`src/rtl/shadow_pkg.sv`:
```
package shadow_pkg;
   // bit positions inside a region control nibble
   localparam int NIB_RD_EN = 0;
   localparam int NIB_WR_EN = 1;
   // legacy area geometry (fixed by the address map)
   localparam int ONE_MB_LSB = 20;
   localparam int SEG_LSB    = 14;
   localparam int BLK_LSB    = 16;
   localparam int RIDX_W     = 4;
   localparam int N_REGIONS  = 14;

   typedef struct packed {
      logic dram;
      logic rom;
      logic fw;
   } route_t;
endpackage

```
`src/rtl/shadow_attr_bank.sv`:
```
module shadow_attr_bank #(
   parameter int CFG_AW    = 8,
   parameter int N_ATTR    = 7,
   parameter int ATTR_BASE = 'h59
) (
   input  logic              clk,
   input  logic              rst_n,
   input  logic              cfg_wr,
   input  logic [CFG_AW-1:0] cfg_addr,
   input  logic [7:0]        cfg_wdata,
   output logic [7:0]        cfg_rdata,
   output logic [7:0]        attr_q [N_ATTR]
);
   localparam int LAST = ATTR_BASE + N_ATTR - 1;

   generate
      if (LAST >= (1 << CFG_AW)) begin : g_bad_range
         $error("attribute bytes exceed configuration space");
      end
   endgenerate

   genvar g;
   generate
      for (g = 0; g < N_ATTR; g++) begin : g_byte
         always_ff @(posedge clk or negedge rst_n) begin
            if (!rst_n)
               attr_q[g] <= 8'h00;
            else if (cfg_wr && (cfg_addr == CFG_AW'(ATTR_BASE + g)))
               attr_q[g] <= cfg_wdata;
         end
      end
   endgenerate

   always_comb begin
      cfg_rdata = 8'h00;
      for (int k = 0; k < N_ATTR; k++) begin
         if (cfg_addr == CFG_AW'(ATTR_BASE + k))
            cfg_rdata = attr_q[k];
      end
   end
endmodule

```
`src/rtl/shadow_region_decode.sv`:
```
module shadow_region_decode
   import shadow_pkg::*;
#(
   parameter int ADDR_W = 32
) (
   input  logic [ADDR_W-1:0] addr,
   output logic              in_legacy,
   output logic [RIDX_W-1:0] ridx
);
   generate
      if (ADDR_W <= ONE_MB_LSB) begin : g_bad_w
         $error("ADDR_W must exceed 20 bits");
      end
   endgenerate

   always_comb begin
      // 0xC0000..0xFFFFF: zero above bit 19, bits 19:18 both set
      in_legacy = (addr[ADDR_W-1:ONE_MB_LSB] == '0) &&
                  (addr[ONE_MB_LSB-1:ONE_MB_LSB-2] == 2'b11);
      if (addr[BLK_LSB+1:BLK_LSB] == 2'b11)
         ridx = RIDX_W'(1);
      else
         ridx = RIDX_W'(2) + RIDX_W'(addr[BLK_LSB+1:SEG_LSB]);
   end
endmodule

```
`src/rtl/shadow_fw_alias.sv`:
```
module shadow_fw_alias
   import shadow_pkg::*;
#(
   parameter int ADDR_W     = 32,
   parameter int IMG_BYTES  = 65536,
   parameter int LOW_WIN_MAX = 131072
) (
   input  logic [ADDR_W-1:0]             addr,
   output logic                          low_hit,
   output logic                          high_hit,
   output logic [$clog2(IMG_BYTES)-1:0]  off
);
   localparam int IMG_AW  = $clog2(IMG_BYTES);
   localparam int LOW_WIN = (IMG_BYTES < LOW_WIN_MAX) ? IMG_BYTES : LOW_WIN_MAX;
   localparam logic [ADDR_W-1:0] LOW_TOP  = ADDR_W'(64'h1 << ONE_MB_LSB);
   localparam logic [ADDR_W-1:0] LOW_BASE = LOW_TOP - ADDR_W'(LOW_WIN);

   generate
      if ((1 << IMG_AW) != IMG_BYTES) begin : g_bad_pow2
         $error("IMG_BYTES must be a power of two");
      end
      if (IMG_BYTES > (1 << ONE_MB_LSB)) begin : g_bad_size
         $error("IMG_BYTES must not exceed 1 MB");
      end
   endgenerate

   always_comb begin
      low_hit  = (addr < LOW_TOP) && (addr >= LOW_BASE);
      high_hit = &addr[ADDR_W-1:IMG_AW];
      // both windows end on a multiple of the image size,
      // so the image offset is the low address bits
      off      = addr[IMG_AW-1:0];
   end
endmodule

```
`src/rtl/shadow_attr_router.sv`:
```
module shadow_attr_router
   import shadow_pkg::*;
#(
   parameter int ADDR_W      = 32,
   parameter int CFG_AW      = 8,
   parameter int N_ATTR      = 7,
   parameter int ATTR_BASE   = 'h59,
   parameter int IMG_BYTES   = 65536,
   parameter int LOW_WIN_MAX = 131072,
   localparam int IMG_AW     = $clog2(IMG_BYTES)
) (
   input  logic              clk,
   input  logic              rst_n,
   input  logic              cfg_wr,
   input  logic [CFG_AW-1:0] cfg_addr,
   input  logic [7:0]        cfg_wdata,
   output logic [7:0]        cfg_rdata,
   input  logic              req_valid,
   input  logic [ADDR_W-1:0] req_addr,
   input  logic              req_write,
   output logic              rt_valid,
   output logic              rt_dram,
   output logic              rt_rom,
   output logic              rt_fw,
   output logic [IMG_AW-1:0] rt_off
);
   generate
      if (2 * N_ATTR < N_REGIONS) begin : g_bad_attr
         $error("N_ATTR too small for the region map");
      end
   endgenerate

   logic [7:0]        attr_q [N_ATTR];
   logic              in_legacy;
   logic [RIDX_W-1:0] ridx;
   logic              low_hit, high_hit;
   logic [IMG_AW-1:0] img_off;
   logic [3:0]        nib;
   logic [7:0]        sel_byte;
   logic              en;
   route_t            nxt;

   shadow_attr_bank #(
      .CFG_AW(CFG_AW), .N_ATTR(N_ATTR), .ATTR_BASE(ATTR_BASE)
   ) u_bank (
      .clk(clk), .rst_n(rst_n), .cfg_wr(cfg_wr), .cfg_addr(cfg_addr),
      .cfg_wdata(cfg_wdata), .cfg_rdata(cfg_rdata), .attr_q(attr_q)
   );

   shadow_region_decode #(.ADDR_W(ADDR_W)) u_dec (
      .addr(req_addr), .in_legacy(in_legacy), .ridx(ridx)
   );

   shadow_fw_alias #(
      .ADDR_W(ADDR_W), .IMG_BYTES(IMG_BYTES), .LOW_WIN_MAX(LOW_WIN_MAX)
   ) u_alias (
      .addr(req_addr), .low_hit(low_hit), .high_hit(high_hit), .off(img_off)
   );

   always_comb begin
      sel_byte = 8'h00;
      for (int k = 0; k < N_ATTR; k++) begin
         if (ridx[RIDX_W-1:1] == (RIDX_W-1)'(k))
            sel_byte = attr_q[k];
      end
      nib = ridx[0] ? sel_byte[7:4] : sel_byte[3:0];
      en  = req_write ? nib[NIB_WR_EN] : nib[NIB_RD_EN];
   end

   always_comb begin
      nxt = '0;
      if (high_hit) begin
         nxt.rom = 1'b1;
         nxt.fw  = !req_write;
      end else if (!in_legacy) begin
         nxt.dram = 1'b1;
      end else begin
         nxt.dram = en;
         nxt.rom  = !en;
         nxt.fw   = !en && !req_write && low_hit;
      end
   end

   always_ff @(posedge clk or negedge rst_n) begin
      if (!rst_n) begin
         rt_valid <= 1'b0;
         rt_dram  <= 1'b0;
         rt_rom   <= 1'b0;
         rt_fw    <= 1'b0;
         rt_off   <= '0;
      end else begin
         rt_valid <= req_valid;
         rt_dram  <= req_valid && nxt.dram;
         rt_rom   <= req_valid && nxt.rom;
         rt_fw    <= req_valid && nxt.fw;
         rt_off   <= (req_valid && nxt.fw) ? img_off : '0;
      end
   end
endmodule

```
`config.mk`:
```
export PLATFORM = sky130hd
export DESIGN_NAME = shadow_attr_router
export DESIGN_NICKNAME = d
export VERILOG_FILES = /design/src/rtl/shadow_pkg.sv /design/src/rtl/shadow_attr_bank.sv /design/src/rtl/shadow_region_decode.sv /design/src/rtl/shadow_fw_alias.sv /design/src/rtl/shadow_attr_router.sv
export SDC_FILE = /design/constraint.sdc
export NUM_CORES = 1
export LEC_CHECK = 0
export ABC_AREA = 1
export BUFFER_PORTS_ARGS = -buffer_cell sky130_fd_sc_hd__buf_2
export CORE_UTILIZATION = 54
export CTS_BUF_LIST = sky130_fd_sc_hd__clkbuf_16
export CTS_CLUSTER_DIAMETER = 80
export DETAILED_ROUTE_END_ITERATION = 16
export PLACE_DENSITY = 0.79
export SLEW_MARGIN = 20
export SYNTH_ARGS = -nofsm -noshare
export SYNTH_HDL_FRONTEND = slang
export SYNTH_SLANG_ARGS = --single-unit
```
`constraint.sdc`:
```
create_clock -name clk -period 3.5 [get_ports clk]
set_input_delay 1.05 -clock clk [delete_from_list [all_inputs] [get_ports clk]]
set_output_delay 1.05 -clock clk [all_outputs]
set_load 0.02 [all_outputs]
```
Word level (Yosys, flattened, before mapping)
Index checks and enable logic that the tools add are counted.
Word-level totals
  register bits after elaboration: 76
  input bits: 53
  output and inout bits: 28
Cells by class
  add/subtract/negate cells: 1
  order comparisons: 2
  eq/ne operators: 15
  mux-type cells: 22
  reductions and logical operators: 19
Operators with widths (count)
  $eq 8x7->1 const B: 7
  $mux 8: 7
  $mux 6: 7
  $ge 32x20->1 const B: 1
  $lt 32x21->1 const B: 1
  $mux 16: 1
  $reduce_and 16->1: 1
  $logic_and 1x1->1: 14
  $logic_not 12->1: 1
  $eq 3x3->1 const B: 3
  $eq 3x2->1 const B: 2
  $mux 2: 3
  $add 2x4->4 const A: 1
  $eq 2x2->1 const B: 2
  $mux 4: 1
  $eq 3x1->1 const B: 1
  $logic_not 3->1: 1
  $mux 1: 3
  $logic_not 1->1: 2

Depth between registers and ports, before layout
  depth after elaboration: 19
  mapped depth: 18
  mapped depth without buffers: 18

Cells and area by module
A second synthesis with hierarchy kept.
Unflattened totals
  cell total of the unflattened synthesis: 531
  area total of the unflattened synthesis: 4136.5 um^2
By module, submodules not included
  shadow_attr_bank: times used 1, cells each 308, area each 2717.6 um^2, seq. area each 1401.3 um^2
  shadow_attr_router: times used 1, cells each 141, area each 1031.0 um^2, seq. area each 500.5 um^2
  shadow_fw_alias: times used 1, cells each 55, area each 269.0 um^2, seq. area each 0.0 um^2
  shadow_region_decode: times used 1, cells each 27, area each 118.9 um^2, seq. area each 0.0 um^2

Least setup slack after synthesis
No wires, ideal clock.
  kind: in2out
  from: in cfg_addr[5]
  to: out cfg_rdata[1]
  arrival time: 2.241 ns
  required time: 2.450 ns
  path slack: 0.209 ns
  stages on the path: 7
  path buffers: 1
  cell sequence: nor2_1 > and3_1 > buf_2 > nand2_1 > nor2_2 > a21oi_1 > a41oi_1
Between the ends
  cells in the longest elaborated chain, start to end: 8
  elaborated cells between the ends (all ways): 14
  classes of those cells: 7 x eq/ne; 7 x mux
RTL lines
  start, declared: line shadow_attr_router.sv:15  | input logic [CFG_AW-1:0] cfg_addr,
  $eq 8x7->1: line shadow_attr_bank.sv:37  | if (cfg_addr == CFG_AW'(ATTR_BASE + k))
  $mux 8 (6 in a row): line shadow_attr_bank.sv:37
  $mux 8 (*): line shadow_attr_bank.sv:37
  end, declared: line shadow_attr_router.sv:17  | output logic [7:0] cfg_rdata,
Every way passes the cells marked *; elsewhere a longest branch is shown, timed or not.

Worst setup path in the final report
  from: in cfg_addr[5]
  to: out cfg_rdata[6]
The elaborated chain is that of the path after synthesis.

==> impl_metrics.ini <==
[grt]
groute.layer.met3.usage_pct = 5.10
grt.total_usage_pct = 26.3
grt_use_met2_pct = 45.4
via_count_of_the_first_global_routing_pass = 3349
antenna_found_initial = 0
use_met1_pct = 32.1
gr-max-usage-layer = met2
pin_count_of_the_biggest_net_entering_global_routing = 51
first_pass_grt_wire_length_um = 15000
gr-total-overflow = 0

[floorplanning]
initial_core_util_pct = 55.9
die_y_um = 85.6
floorplan.die.width_um = 85.6
design.core.area_mm2 = 0.00676
die_area_mm2 = 0.00733
row_count = 30
ioPinCount = 81

[sta]
timing.max_slew.rel_slack_pct = 56.5
final_period_minus_worst_setup_slack_ps = 3380
slew_violations = 0
rsz0062_at_grt = false
hold_violations = 0
finalSetupViolCount = 0
post-route-period-util_pct = 96.4
fin_setup_tns_ps = 0
max_clock_skew_ps = 5.53
worst_pin_slew_ps = 652
max_clock_freq_mhz = 296

[cts]
cts-buffers-inserted = 9
clock_sinks = 76
cts_max_level = 3
cts_hold_buf = 0
cts-root-to-sink-buffers = 2
ctsRootBufferMaster = clkbuf_16
cts_tree = yes
worstSkewPairLatency_ps = 330
clk_pin_slew_worst_paths_ps = 60

[worst_setup_path]
timing.rr.end = rt_off[5]$_DFF_PN0_
critPathKind = in -> out
timing.critical_path.arrival_ps = 2330
timing.critical_path.fanout_max = 9
rr_startpoint = u_bank.attr_q[52]$_DFFE_PN0P_
endpoint_kind = primary output
rrSetupSlack_ps = 1900
worstPathRequired_ps = 2450
worstSetupStartpointType = input pin
worstRegToRegCells = 13

[power]
powerDensity_mw_per_mm2 = 450
p_total_uw = 2080
max-vdd-ir-drop_v = 0.000278
power_leakage_uw = 0.00249

[yosys]
synth_area_leaders = dfrtp_1 50%, nand2_1 14%, o21ai_0 8.9%, inv_1 5.9%, nand3_1 3.8%
avgSynthCellArea_um2 = 7.91
synth_seq_area_share_pct = 50.4
yosys_warnings = 0
post_synthesis_sequential_element_count = 76
cell_area_synth_mm2 = 0.00377
area_share_of_the_leading_cell_type_in_the_synthesized_netlist_pct = 50.4
syn_nets = 533
synth_area_leader_cell = dfrtp_1
synth.distinct_cells = 30
syn-instance-count = 477

[final_layout]
num-nets-final = 621
final_design_area_excluding_fillers_mm2 = 0.00462
drive_gt1_share_pct = 23.9
flow.area_growth_from_synthesis_pct = 22.5
num_antenna_cells = 0
finish.utilization_pct = 68.4
layout.cells.most_common_list = 145 x nand2_1, 79 x buf_2, 76 x dfrtp_1
layout.cells.most_common = nand2_1

[detailed_routing]
avgViaCountPerCell = 5.39
vias = 3504
routed_wl_um = 9120
dr.pass1.iters = 6
residual_antenna_violating_net_count_after_detailed_routing = 0
wl_per_cell_um = 14.0
detail_route.iter0.violations = 163
remaining_drcs = 0

[worst_hold_path]
holdCritPathClass = reg -> reg
hold_path_depth = 2
worst_min_delay_path_endpoint = u_bank.attr_q[27]$_DFFE_PN0P_
holdCritStartpoint = u_bank.attr_q[27]$_DFFE_PN0P_

[placed_design]
gpl.final_weighted_congestion = 0.915
place.detailed.hpwl_um = 6650
number_of_port_buffers = 80
cell_area_after_placement_mm2 = 0.00429

[status]
outcome = finished clean

[flow_run]
maxCapViolCount = 0
[final cells by class]
type	count	area (um2)
tap	80	100
clock inverter	7	91.3
timing repair buffer	89	487
multi-input combinational	325	1580
sequential	76	1900
clock buffer	9	225
inverter	64	243
fill	550	2130
[per-layer routing]
layer | up-vias | share of wire (%)
met4 | 0 | 3.0
met3 | 36 | 6.4
met2 | 159 | 50
met1 | 1596 | 41
met5 | - | 0
li1 | 1713 | -
[cell usage after synthesis]
| cell type | number |
|---|---|
| o21ai_0 | 67 |
| buf_6 | 2 |
| nand3_2 | 3 |
| o211ai_1 | 1 |
| nand2_4 | 2 |
| clkbuf_1 | 7 |
| nor2_2 | 12 |
| dfrtp_1 | 76 |
| nand2_1 | 145 |
| nor2_1 | 21 |
| ha_1 | 3 |
| inv_4 | 1 |
| nand3_4 | 1 |
| buf_2 | 3 |
| nor4_1 | 3 |
| o21ai_2 | 1 |
| inv_2 | 2 |
| nand4_1 | 13 |
| inv_1 | 59 |
| a21oi_1 | 10 |
| nand3b_1 | 2 |
| o2111ai_1 | 1 |
| or4_4 | 1 |
| nor3_1 | 1 |
| and3_1 | 1 |
| nor3b_4 | 1 |
| clkinv_1 | 2 |
| a41oi_1 | 2 |
| nand2_2 | 5 |
| nand3_1 | 29 |
[worst max path at each step]
| stage | to | depth (start not counted) | slack [ps] | start |
|---|---|---|---|---|
| 6_report | cfg_rdata[6] | 10 | 120 | cfg_addr[5] |
| 3_3_place_gp | cfg_rdata[4] | 8 | 90 | cfg_addr[5] |
| 5_1_grt | cfg_rdata[4] | 8 | 5 | cfg_addr[5] |
| 2_1_floorplan | cfg_rdata[1] | 7 | 210 | cfg_addr[5] |
| 3_5_place_dp | cfg_rdata[6] | 10 | 50 | cfg_addr[5] |
| 4_1_cts | cfg_rdata[6] | 10 | 50 | cfg_addr[5] |
[report_power, final]
part	switching [uW]	internal (uW)	total, uW
Sequential	24.7	911	936
Combinational	111	62.1	173
Clock	352	621	973
[logic make-up after synthesis]
family / count (synthesis) / synth area share, %
and+or+nand+nor: 240 / 29.2
AOI/OAI and AO/OA: 82 / 11.3
buffers and inverters: 76 / 8.12
DFF: 76 / 50.4
adders and majority gates: 3 / 0.994
[registers in the layout (all words and copies together), names as in the netlist]
register	cells
rt_off	16
rt_dram	1
rt_valid	1
rt_rom	1
rt_fw	1
u_bank.attr_q	56
[worst max-delay path: stages]
cell	delay [ps]
buf_2	90
nor2_1	90
and3_4	210
nor3b_4	190
buf_6	160
nand2_1	50
nand4_1	80
o21ai_0	130
nand4_1	100
buf_2	170
[stage by stage]
| step | worst slack [ps] | instances | hold slack (ps) |
|---|---|---|---|
| 3_3_place_gp | 91.2 | 634 | 465 |
| 4_1_cts | 47.8 | 650 | 484 |
| 5_1_grt | 5.45 | 650 | 502 |
| 6_report | 124 | 650 | 484 |
| 2_1_floorplan | 209 | 477 | 448 |
| 3_5_place_dp | 51.0 | 634 | 470 |
[timing repair]
action | in CTS | in global routing
buffers inserted | 0 | 0
resized for setup | 0 | 8
endpoints found under the setup margin | 0 | 7
(Power assumes the default switching activity.)
